`src/rtl/dma_ctl_pkg.sv`:
```
package dma_ctl_pkg;
  // Word indices (byte offset / 4)
  localparam logic [6:0] W_CTRL   = 7'h00;  // 0x00
  localparam logic [6:0] W_ESTAT  = 7'h01;  // 0x04
  localparam logic [6:0] W_REQ_HI = 7'h02;  // 0x08
  localparam logic [6:0] W_REQ_LO = 7'h03;  // 0x0C
  localparam logic [6:0] W_EEI_HI = 7'h04;  // 0x10
  localparam logic [6:0] W_EEI_LO = 7'h05;  // 0x14
  localparam logic [6:0] W_CMD_EN = 7'h06;  // 0x18 enable set/clear commands
  localparam logic [6:0] W_CMD_ST = 7'h07;  // 0x1C status/pulse commands
  localparam logic [6:0] W_INT_HI = 7'h08;  // 0x20
  localparam logic [6:0] W_INT_LO = 7'h09;  // 0x24
  localparam logic [6:0] W_ERR_HI = 7'h0A;  // 0x28
  localparam logic [6:0] W_ERR_LO = 7'h0B;  // 0x2C
  localparam logic [6:0] W_PRIO   = 7'h40;  // 0x100

  localparam int unsigned MAXCH  = 64;
  localparam int unsigned PRIO_W = 8;
  localparam logic [31:0] CTRL_KEEP = 32'h8000_000C;

  typedef struct packed {
    logic       valid;
    logic       grp_prio;
    logic       chn_prio;
    logic [5:0] chan;
    logic [7:0] cause;
  } estat_t;

  function automatic logic [31:0] estat_word(input estat_t s);
    return {s.valid, 15'b0, s.grp_prio, s.chn_prio, s.chan, s.cause};
  endfunction
endpackage

```
`src/rtl/dma_ctl_rst_sync.sv`:
```
module dma_ctl_rst_sync (
  input  logic clk,
  input  logic arst_n,
  output logic srst_n
);
  logic [1:0] sync_q;

  always_ff @(posedge clk or negedge arst_n) begin
    if (!arst_n) sync_q <= 2'b00;
    else         sync_q <= {sync_q[0], 1'b1};
  end

  assign srst_n = sync_q[1];
endmodule

```
`src/rtl/dma_ctl_cmd_dec.sv`:
```
module dma_ctl_cmd_dec #(
  parameter int NCH = 64
) (
  input  logic        en,
  input  logic [7:0]  idx,
  output logic [63:0] hit
);
  for (genvar c = 0; c < 64; c++) begin : g_hit
    if (c < NCH) begin : g_live
      assign hit[c] = en && (idx == 8'(c));
    end else begin : g_dead
      assign hit[c] = 1'b0;
    end
  end
endmodule

```
`src/rtl/dma_ctl_bitmap.sv`:
```
module dma_ctl_bitmap #(
  parameter int NCH = 64,
  parameter bit W1C = 1'b0
) (
  input  logic        clk,
  input  logic        rst_n,
  input  logic        wr_hi,
  input  logic        wr_lo,
  input  logic [31:0] wdata,
  input  logic [31:0] wmask,
  input  logic [63:0] set,
  input  logic [63:0] clr,
  output logic [63:0] bits
);
  localparam logic [63:0] LIVE = (NCH >= 64) ? {64{1'b1}} : ((64'd1 << NCH) - 64'd1);

  logic [63:0] q, d, m64, w64, after_wr;
  logic        upd;

  assign m64 = {wr_hi ? wmask : 32'h0, wr_lo ? wmask : 32'h0};
  assign w64 = {wdata, wdata} & m64;

  if (W1C) begin : g_w1c
    assign after_wr = q & ~w64;
  end else begin : g_rw
    assign after_wr = (q & ~m64) | w64;
  end

  always_comb begin
    d   = ((after_wr & ~clr) | set) & LIVE;
    upd = (|m64) || (|set) || (|clr);
  end

  always_ff @(posedge clk or negedge rst_n) begin
    if (!rst_n)   q <= '0;
    else if (upd) q <= d;
  end

  assign bits = q;
endmodule

```
`src/rtl/dma_ctl_err_cap.sv`:
```
module dma_ctl_err_cap
  import dma_ctl_pkg::*;
(
  input  logic        clk,
  input  logic        rst_n,
  input  logic        clr,
  input  logic        rpt_valid,
  input  logic [5:0]  rpt_chan,
  input  logic [9:0]  rpt_kind,
  output logic [31:0] status
);
  estat_t q, d;
  logic   upd;

  always_comb begin
    d = clr ? '0 : q;
    if (rpt_valid && !d.valid) begin
      d.valid    = 1'b1;
      d.grp_prio = rpt_kind[9];
      d.chn_prio = rpt_kind[8];
      d.chan     = rpt_chan;
      d.cause    = rpt_kind[7:0];
    end
    upd = clr || rpt_valid;
  end

  always_ff @(posedge clk or negedge rst_n) begin
    if (!rst_n)   q <= '0;
    else if (upd) q <= d;
  end

  assign status = estat_word(q);
endmodule

```
`src/rtl/dma_ctl_regfile.sv`:
```
module dma_ctl_regfile
  import dma_ctl_pkg::*;
#(
  parameter int NCH = 64
) (
  input  logic                  clk,
  input  logic                  rst_n,
  input  logic                  bus_wr,
  input  logic                  bus_rd,
  input  logic [6:0]            bus_waddr,
  input  logic [3:0]            bus_be,
  input  logic [31:0]           bus_wdata,
  output logic [31:0]           bus_rdata,
  input  logic [NCH-1:0]        int_evt,
  input  logic [NCH-1:0]        err_evt,
  input  logic                  err_rpt_valid,
  input  logic [5:0]            err_rpt_chan,
  input  logic [9:0]            err_rpt_kind,
  output logic [NCH-1:0]        req_en_o,
  output logic [NCH-1:0]        start_o,
  output logic [NCH-1:0]        done_clr_o,
  output logic                  clk_gate_en_o,
  output logic                  rr_group_o,
  output logic                  rr_chan_o,
  output logic [PRIO_W*NCH-1:0] prio_o,
  output logic                  irq_o
);
  localparam int NLANE = 4;

  logic        srst_n;
  logic [31:0] wmask, ctrl_q, ctrl_d, estat, rd_d, rd_prio, rdata_q;
  logic [63:0] hit_en [NLANE];
  logic [63:0] hit_st [NLANE];
  logic [63:0] req_q, eei_q, int_q, err_q, start_q, done_q;
  logic [63:0] int_evt_w, err_evt_w;
  logic        wr_cmd_en, wr_cmd_st, ctrl_we, estat_clr;
  logic [PRIO_W-1:0] prio_q [NCH];

  dma_ctl_rst_sync u_rst (.clk(clk), .arst_n(rst_n), .srst_n(srst_n));

  assign wmask     = {{8{bus_be[3]}}, {8{bus_be[2]}}, {8{bus_be[1]}}, {8{bus_be[0]}}};
  assign wr_cmd_en = bus_wr && (bus_waddr == W_CMD_EN);
  assign wr_cmd_st = bus_wr && (bus_waddr == W_CMD_ST);
  assign int_evt_w = 64'(int_evt);
  assign err_evt_w = 64'(err_evt);

  // One index decoder per command lane
  for (genvar k = 0; k < NLANE; k++) begin : g_lane
    dma_ctl_cmd_dec #(.NCH(NCH)) u_en (
      .en(wr_cmd_en && bus_be[k]), .idx(bus_wdata[8*k +: 8]), .hit(hit_en[k]));
    dma_ctl_cmd_dec #(.NCH(NCH)) u_st (
      .en(wr_cmd_st && bus_be[k]), .idx(bus_wdata[8*k +: 8]), .hit(hit_st[k]));
  end

  dma_ctl_bitmap #(.NCH(NCH), .W1C(1'b0)) u_req (
    .clk(clk), .rst_n(srst_n),
    .wr_hi(bus_wr && bus_waddr == W_REQ_HI), .wr_lo(bus_wr && bus_waddr == W_REQ_LO),
    .wdata(bus_wdata), .wmask(wmask), .set(hit_en[0]), .clr(hit_en[1]), .bits(req_q));

  dma_ctl_bitmap #(.NCH(NCH), .W1C(1'b0)) u_eei (
    .clk(clk), .rst_n(srst_n),
    .wr_hi(bus_wr && bus_waddr == W_EEI_HI), .wr_lo(bus_wr && bus_waddr == W_EEI_LO),
    .wdata(bus_wdata), .wmask(wmask), .set(hit_en[2]), .clr(hit_en[3]), .bits(eei_q));

  dma_ctl_bitmap #(.NCH(NCH), .W1C(1'b1)) u_int (
    .clk(clk), .rst_n(srst_n),
    .wr_hi(bus_wr && bus_waddr == W_INT_HI), .wr_lo(bus_wr && bus_waddr == W_INT_LO),
    .wdata(bus_wdata), .wmask(wmask), .set(int_evt_w), .clr(hit_st[0]), .bits(int_q));

  dma_ctl_bitmap #(.NCH(NCH), .W1C(1'b1)) u_err (
    .clk(clk), .rst_n(srst_n),
    .wr_hi(bus_wr && bus_waddr == W_ERR_HI), .wr_lo(bus_wr && bus_waddr == W_ERR_LO),
    .wdata(bus_wdata), .wmask(wmask), .set(err_evt_w), .clr(hit_st[1]), .bits(err_q));

  assign estat_clr = bus_wr && (bus_waddr == W_ESTAT) && bus_be[3] && bus_wdata[31];

  dma_ctl_err_cap u_ecap (
    .clk(clk), .rst_n(srst_n), .clr(estat_clr), .rpt_valid(err_rpt_valid),
    .rpt_chan(err_rpt_chan), .rpt_kind(err_rpt_kind), .status(estat));

  // Control word
  assign ctrl_we = bus_wr && (bus_waddr == W_CTRL);
  assign ctrl_d  = ((ctrl_q & ~wmask) | (bus_wdata & wmask)) & CTRL_KEEP;

  always_ff @(posedge clk or negedge srst_n) begin
    if (!srst_n)      ctrl_q <= '0;
    else if (ctrl_we) ctrl_q <= ctrl_d;
  end

  // Engine pulses, one cycle after the command write
  always_ff @(posedge clk or negedge srst_n) begin
    if (!srst_n) begin
      start_q <= '0;
      done_q  <= '0;
    end else begin
      start_q <= hit_st[2];
      done_q  <= hit_st[3];
    end
  end

  // Priority bytes
  for (genvar c = 0; c < NCH; c++) begin : g_prio
    localparam int WI = c / 4;
    localparam int LN = c % 4;
    logic pw_en;
    assign pw_en = bus_wr && (bus_waddr == W_PRIO + 7'(WI)) && bus_be[LN];
    always_ff @(posedge clk or negedge srst_n) begin
      if (!srst_n)    prio_q[c] <= '0;
      else if (pw_en) prio_q[c] <= bus_wdata[8*LN +: 8];
    end
    assign prio_o[PRIO_W*c +: PRIO_W] = prio_q[c];
  end

  // Read path
  always_comb begin
    rd_prio = '0;
    for (int c = 0; c < NCH; c++) begin
      if (bus_waddr == W_PRIO + 7'(c / 4)) rd_prio[8*(c % 4) +: 8] = prio_q[c];
    end
    rd_d = '0;
    case (bus_waddr)
      W_CTRL:   rd_d = ctrl_q;
      W_ESTAT:  rd_d = estat;
      W_REQ_HI: rd_d = req_q[63:32];
      W_REQ_LO: rd_d = req_q[31:0];
      W_EEI_HI: rd_d = eei_q[63:32];
      W_EEI_LO: rd_d = eei_q[31:0];
      W_INT_HI: rd_d = int_q[63:32];
      W_INT_LO: rd_d = int_q[31:0];
      W_ERR_HI: rd_d = err_q[63:32];
      W_ERR_LO: rd_d = err_q[31:0];
      default:  rd_d = (bus_waddr >= W_PRIO) ? rd_prio : 32'h0;
    endcase
  end

  always_ff @(posedge clk or negedge srst_n) begin
    if (!srst_n)     rdata_q <= '0;
    else if (bus_rd) rdata_q <= rd_d;
  end

  assign bus_rdata     = rdata_q;
  assign req_en_o      = req_q[NCH-1:0];
  assign start_o       = start_q[NCH-1:0];
  assign done_clr_o    = done_q[NCH-1:0];
  assign clk_gate_en_o = ctrl_q[31];
  assign rr_group_o    = ctrl_q[3];
  assign rr_chan_o     = ctrl_q[2];
  assign irq_o         = (|int_q) || (|(err_q & eei_q));
endmodule

```
`config.mk`:
```
export PLATFORM = sky130hd
export DESIGN_NAME = dma_ctl_regfile
export DESIGN_NICKNAME = d
export VERILOG_FILES = /design/src/rtl/dma_ctl_pkg.sv /design/src/rtl/dma_ctl_rst_sync.sv /design/src/rtl/dma_ctl_cmd_dec.sv /design/src/rtl/dma_ctl_bitmap.sv /design/src/rtl/dma_ctl_err_cap.sv /design/src/rtl/dma_ctl_regfile.sv
export SDC_FILE = /design/constraint.sdc
export NUM_CORES = 2
export LEC_CHECK = 0
export BUFFER_PORTS_ARGS = -buffer_cell sky130_fd_sc_hd__buf_4
export CAP_MARGIN = 5
export CORE_AREA = 8 8 355 357
export DETAILED_ROUTE_END_ITERATION = 10
export DIE_AREA = 0 0 363 365
export PLACE_DENSITY = 0.61
export SYNTH_ARGS = -nofsm -noshare
export SYNTH_HDL_FRONTEND = slang
export SYNTH_HIERARCHICAL = 1
export SYNTH_SLANG_ARGS = --single-unit
```
`constraint.sdc`:
```
create_clock -name clk -period 37.8 [get_ports clk]
set_clock_uncertainty 0.05 [all_clocks]
set_input_delay 7.56 -clock clk [delete_from_list [all_inputs] [get_ports clk]]
set_output_delay 7.56 -clock clk [all_outputs]
set_load 0.01 [all_outputs]
```
* After elaboration in Yosys (flattened, before gate mapping)
Cells that the tools add are included.
** Word-level totals
- Bits in registers :: 950
- Input port bits :: 192
- Output and inout bits :: 740
- Logic and storage cells :: 1112
** Operators by class
- Order comparisons :: 1
- Eq/ne operators :: 279
- Multiplexer cells :: 76
- Bitwise operators :: 31
- Reductions and logical operators :: 647
** Operators with widths (number)
- 8-bit by 6-bit equality test with 1-bit output, second input constant :: 128
- 64-bit OR reduction :: 14
- 64-bit AND :: 13
- 1-bit logical AND :: 615
- 8-bit by 5-bit equality test with 1-bit output, second input constant :: 64
- 8-bit 2-to-1 mux :: 64
- 64-bit inverter :: 8
- 64-bit bitwise OR :: 6
- 32-bit case mux with 10 select lines :: 1
- 32-bit 2-to-1 mux :: 9
- 8-bit by 4-bit equality test with 1-bit output, second input constant :: 32
- 8-bit by 3-bit equality test with 1-bit output, second input constant :: 16
- 7-bit equality test, second input constant :: 16
- 32-bit AND :: 2
- 8-bit by 2-bit equality test with 1-bit output, second input constant :: 8
- 17-bit 2-to-1 mux :: 2
- 8-bit by 1-bit equality test with 1-bit output, second input constant :: 4
- 8-bit logical NOT :: 4
- 32-bit inverter :: 1
- 32-bit bitwise OR :: 1
- 7-bit by 3-bit equality test with 1-bit output, second input constant :: 4
- 7-bit by 4-bit equality test with 1-bit output, second input constant :: 4
- 7-bit by 2-bit equality test with 1-bit output, second input constant :: 2
- 1-bit logical OR :: 10
- other kinds (6) :: 6

* Longest topological paths before layout
- Depth in word-level cells :: 19
- Gate-level depth with buffers :: 11
- Gate-level depth less buffers :: 7

* By module
The synthesis kept the hierarchy.
** By module, submodules not included
- dma_ctl_regfile :: times used 1, cells each 2466, area an instance 31058.5 µm², seq. area each 16891.2 µm²
- dma_ctl_bitmap at u_eei ... :: times used 2, cells each 334, area an instance 3488.3 µm², seq. area each 1601.5 µm²
- dma_ctl_cmd_dec :: times used 8, cells each 102, area an instance 748.2 µm², seq. area each 0.0 µm²
- dma_ctl_bitmap at u_err ... :: times used 2, cells each 262, area an instance 2790.2 µm², seq. area each 1601.5 µm²
- dma_ctl_err_cap :: times used 1, cells each 92, area an instance 987.2 µm², seq. area each 425.4 µm²
- dma_ctl_rst_sync :: times used 1, cells each 3, area an instance 53.8 µm², seq. area each 50.0 µm²

* Worst setup path before layout
OpenSTA, ideal clock, no wires.
- Kind :: input to register
- Start point :: input bus_waddr[6]
- End point :: register u_eei.q[51], in the netlist u_eei/bits[51]
- Data arrival time :: 10.005 ns
- Required time :: 37.624 ns
- Setup slack :: 27.619 ns
- Stages on the path :: 10
- Buffers on the path :: 3
- Path through :: clkbuf_1 > nor3_2 > and2_0 > clkbuf_1 > and3_1 > or3b_1 > buf_2 > nor3_1 > and4b_1 > a311o_1
** RTL lines
- start: declaration :: line dma_ctl_regfile.sv:10 : input logic [6:0] bus_waddr,
- end signal: assignment :: line dma_ctl_bitmap.sv:35 : if (!rst_n) q <= '0;
- end signal: assignment :: line dma_ctl_bitmap.sv:36 : else if (upd) q <= d;
- end: declaration :: line dma_ctl_bitmap.sv:17 : logic [63:0] q, d, m64, w64, after_wr;

* Final worst setup path
- Start point :: input bus_waddr[1]
- End point :: register rdata_q[19], in the netlist bus_rdata[19]
** On the way
- Longest elaborated chain between the ends :: 19
** RTL lines
- 7-bit equality test :: line dma_ctl_regfile.sv:118 : if (bus_waddr == W_PRIO + 7'(c / 4)) rd_prio[8*(c % 4) +: 8] = prio_q[c];
- 8-bit 2-to-1 mux (16 in a row) :: line dma_ctl_regfile.sv:118
- 32-bit 2-to-1 mux :: line dma_ctl_regfile.sv:132 : default: rd_d = (bus_waddr >= W_PRIO) ? rd_prio : 32'h0;
- 32-bit case mux with 10 select lines (*) :: line dma_ctl_regfile.sv:121 : case (bus_waddr)
- end signal: assignment :: line dma_ctl_regfile.sv:138 : else if (bus_rd) rdata_q <= rd_d;
- end: declaration :: line dma_ctl_regfile.sv:31 : logic [31:0] wmask, ctrl_q, ctrl_d, estat, rd_d, rd_prio, rdata_q;
Every way passes the cells marked *; elsewhere a longest branch is shown, timed or not.
A chain may end at the register's enable or synchronous reset.

==> summary.md <==
| Metric | Value |
|---|---|
| Share of layout cells above drive strength 1 | 0.390 |
| Global-route wire length before repair | 394000 microns |
| Critical path cell sequence | buf_6, buf_4, nor4bb_4, buf_4, a22oi_1, a41oi_1, o22ai_1, o21ai_1 |
| Final core utilization | 0.513 |
| Largest vdd supply drop | 0.0389 mV |
| Site row count | 128 |
| Largest net degree at the start of global routing | 172 |
| Overall die height | 365 microns |
| RSZ-0062 raised after global routing | no |
| Synth area leader | dfrtp_1 |
| Worst relative slew slack | 0.0385 |
| FMAX | 89.3 MHz |
| Worst-margin pin slew | 1.44 ns |
| Clock Latency Late Sink | 0.73 ns |
| Die area | 132000 sq um |
| Primary FF master, synth | dfrtp_1 |
| Setup crit start kind | input port |
| Pwr Total | 0.00259 W |
| Syn Std Cell Area | 50600 sq um |
| Clock tree buffer depth | 3 |
| Worst Path Arrival | 11.81 ns |
| Post-cts resize count | 0 |
| Slowest cell on crit path | nor4bb_4 |
| Crit Path Max Fanout | 56 |
| Core Footprint | 121000 sq um |
| # fillers | 11147 |
| Worst-path clk slew | 0.06 ns |
| Routed Antenna Nets | 0 |
| Synth unique cells | 94 |
| CP most frequent cell | buf_4 |
| Max-Cap Viols | 0 |
| Post-DP HPWL | 206000 microns |
| Depth of the CTS H-tree | 3 |
| WL final | 292000 microns |
| Synth top area share | 0.469 |
| Worst hold path type | reg -> reg |
| Vias in the first global route | 46554 |
| Hold_buf cts | 0 |
| Gr ovfl total | 0 |
| # setup viols final | 0 |
| Syn Inst Count | 4569 |
| Slowest Stage Delay on Critical Path | 1.32 ns |
| CTS tree | built |
| Wire per inst | 41.5 microns |
| Via count | 48403 |
| Starting DRT DRC Count | 7628 |
| Post-CTS Repair Setup Buffers | 0 |
| Initial antenna violation count | 18 |
| Commonest non-fill, non-tap cell in the layout | buf_4 |
| Crit Path Class | in -> reg |
| Clock root buffer | clkbuf_16 |
| Most frequent cells in the layout | 1006 x buf_4, 949 x dfrtp_1, 521 x mux2_2, 277 x inv_1, 265 x nand2_1 |
| Syn Area/Cell | 11.1 sq um |
| Final Hold Fails | 0 |
| IO buf count | 931 |
| Power per cell area | 41.8 nW/um^2 |
| Outcome | finished, final reports clean |
| Final setup TNS | 0 ns |
| GP Congestion | 1.03 |
| Synth warnings | 6 |
| Sink Count | 950 |
| Number of synthesized flops with an enable pin | 0 |
| Io pins | 932 |
| Via-per-instance ratio | 6.89 |
| CP endpoint kind | register |
| Drt pass-1 iters | 8 |
| Starting Density | 0.420 |
| Async set-reset flop share out of synthesis | 1.00 |
| Tcrit/Tclk final | 0.296 |
| Final slew viol count | 0 |
| Num CTS Buffers | 108 |
| Leak | 26.2 nW |
| Largest cells by area after synthesis | dfrtp_1 47%, mux2_2 12%, nor3_2 3.2% |
| Area delta synth->final | 22.1% |
| Critical Path RT | 38.41 ns |
| Width of the die | 363 microns |
| Sequential share of the synthesized area | 0.469 |
| GRT Total Usage | 0.420 |
| Drc violations | 0 |
| Post-layout minimum cycle time | 11.20 ns |
| #FFs+latches synth | 950 |
| Nets | 5492 |
==> routing by layer <==
| metal | vias up | part of all wire | GRT usage |
|---|---|---|---|
| li1 | 18656 | - | - |
| met1 | 24516 | 0.34 | 0.494 |
| met2 | 4069 | 0.43 | 0.626 |
| met3 | 1150 | 0.14 | 0.166 |
| met4 | 12 | 0.094 | 0.301 |
| met5 | - | 0.00026 | 0 |
==> cell usage after synthesis (120+ instances only) <==
master	instances
a22oi_1	168
nor3_2	161
and4b_1	130
clkbuf_1	149
buf_2	137
nor3_1	233
nand3_1	164
dfrtp_1	950
a31o_1	120
nand2_1	265
a311o_1	128
inv_1	277
mux2_2	521
==> final timing paths <==
path / startpoint / end / slack, ns / cells after the start
max: bus_waddr[1] / bus_rdata[19] / 26.60 / 8
min: u_rst/sync_q[0] / u_rst/sync_q[1] / 0.31 / 0
max reg2reg: u_rst/sync_q[1] / prio_o[28] / 31.44 / 6
min reg2reg: u_rst/sync_q[0] / u_rst/sync_q[1] / 0.31 / 0
max in group asynchronous: rst_n / u_rst/sync_q[1] / 31.05 / 1
min in group asynchronous: u_rst/sync_q[1] / prio_o[495] / 0.41 / 0
==> area by class of cell <==
type | count | area, sq um | area share
clock inverters | 47 | 706 | 0.0114
flip-flops and latches | 950 | 23800 | 0.385
clock buffers | 153 | 3120 | 0.0505
multi-input cells | 2952 | 23500 | 0.380
well taps | 1625 | 2030 | 0.0329
repair buffers | 1010 | 7600 | 0.123
diodes | 7 | 17.5 | 0.000283
inverters | 278 | 1040 | 0.0169
==> where the power goes <==
group          internal, W  switching, W
Combinational     0.000105      0.000211
Clock             0.000673      0.000479
Sequential         0.00106     0.0000616
Total              0.00183      0.000752
==> through the flow <==
| stage | instances | cell area [sq um] | hold slack (ns) | worst slack (ns) |
|---|---|---|---|---|
| global placement | 6813 | 57900 | 0.285 | 25.67 |
| finish | 7022 | 61800 | 0.312 | 26.60 |
| detailed placement | 6814 | 58000 | 0.299 | 26.11 |
| global route | 7017 | 61800 | 0.323 | 26.79 |
| CTS | 7014 | 61800 | 0.313 | 26.87 |
| floorplan | 4583 | 50700 | 0.281 | 9.31 |
==> logic make-up after synthesis <==
logic type,Yosys count,synth area share
AND/OR/NAND/NOR,1471,0.196
flip-flops,950,0.469
AO/OA/AOI/OAI,918,0.145
buffers and inverters,681,0.0684
multiplexers,546,0.121
other,2,0.000148
XOR/XNOR,1,0.000173
==> state kept, by name, summed over array words and instances, names as in the netlist, named ones only <==
signal,cells
u_int/bits,64
done_clr_o,64
u_ecap/status,17
prio_o,512
start_o,64
bus_rdata,32
u_eei/bits,64
u_rst/sync_q,2
u_req/bits,64
u_err/bits,64
==> critical path: cells and delay by family <==
kind,cells,cell delay [ns]
and+or+nand+nor,1,1.32
buffers and inverters,3,1.18
AOI/OAI and AO/OA,4,1.67
No activity file was read; power rests on OpenSTA's default activity.
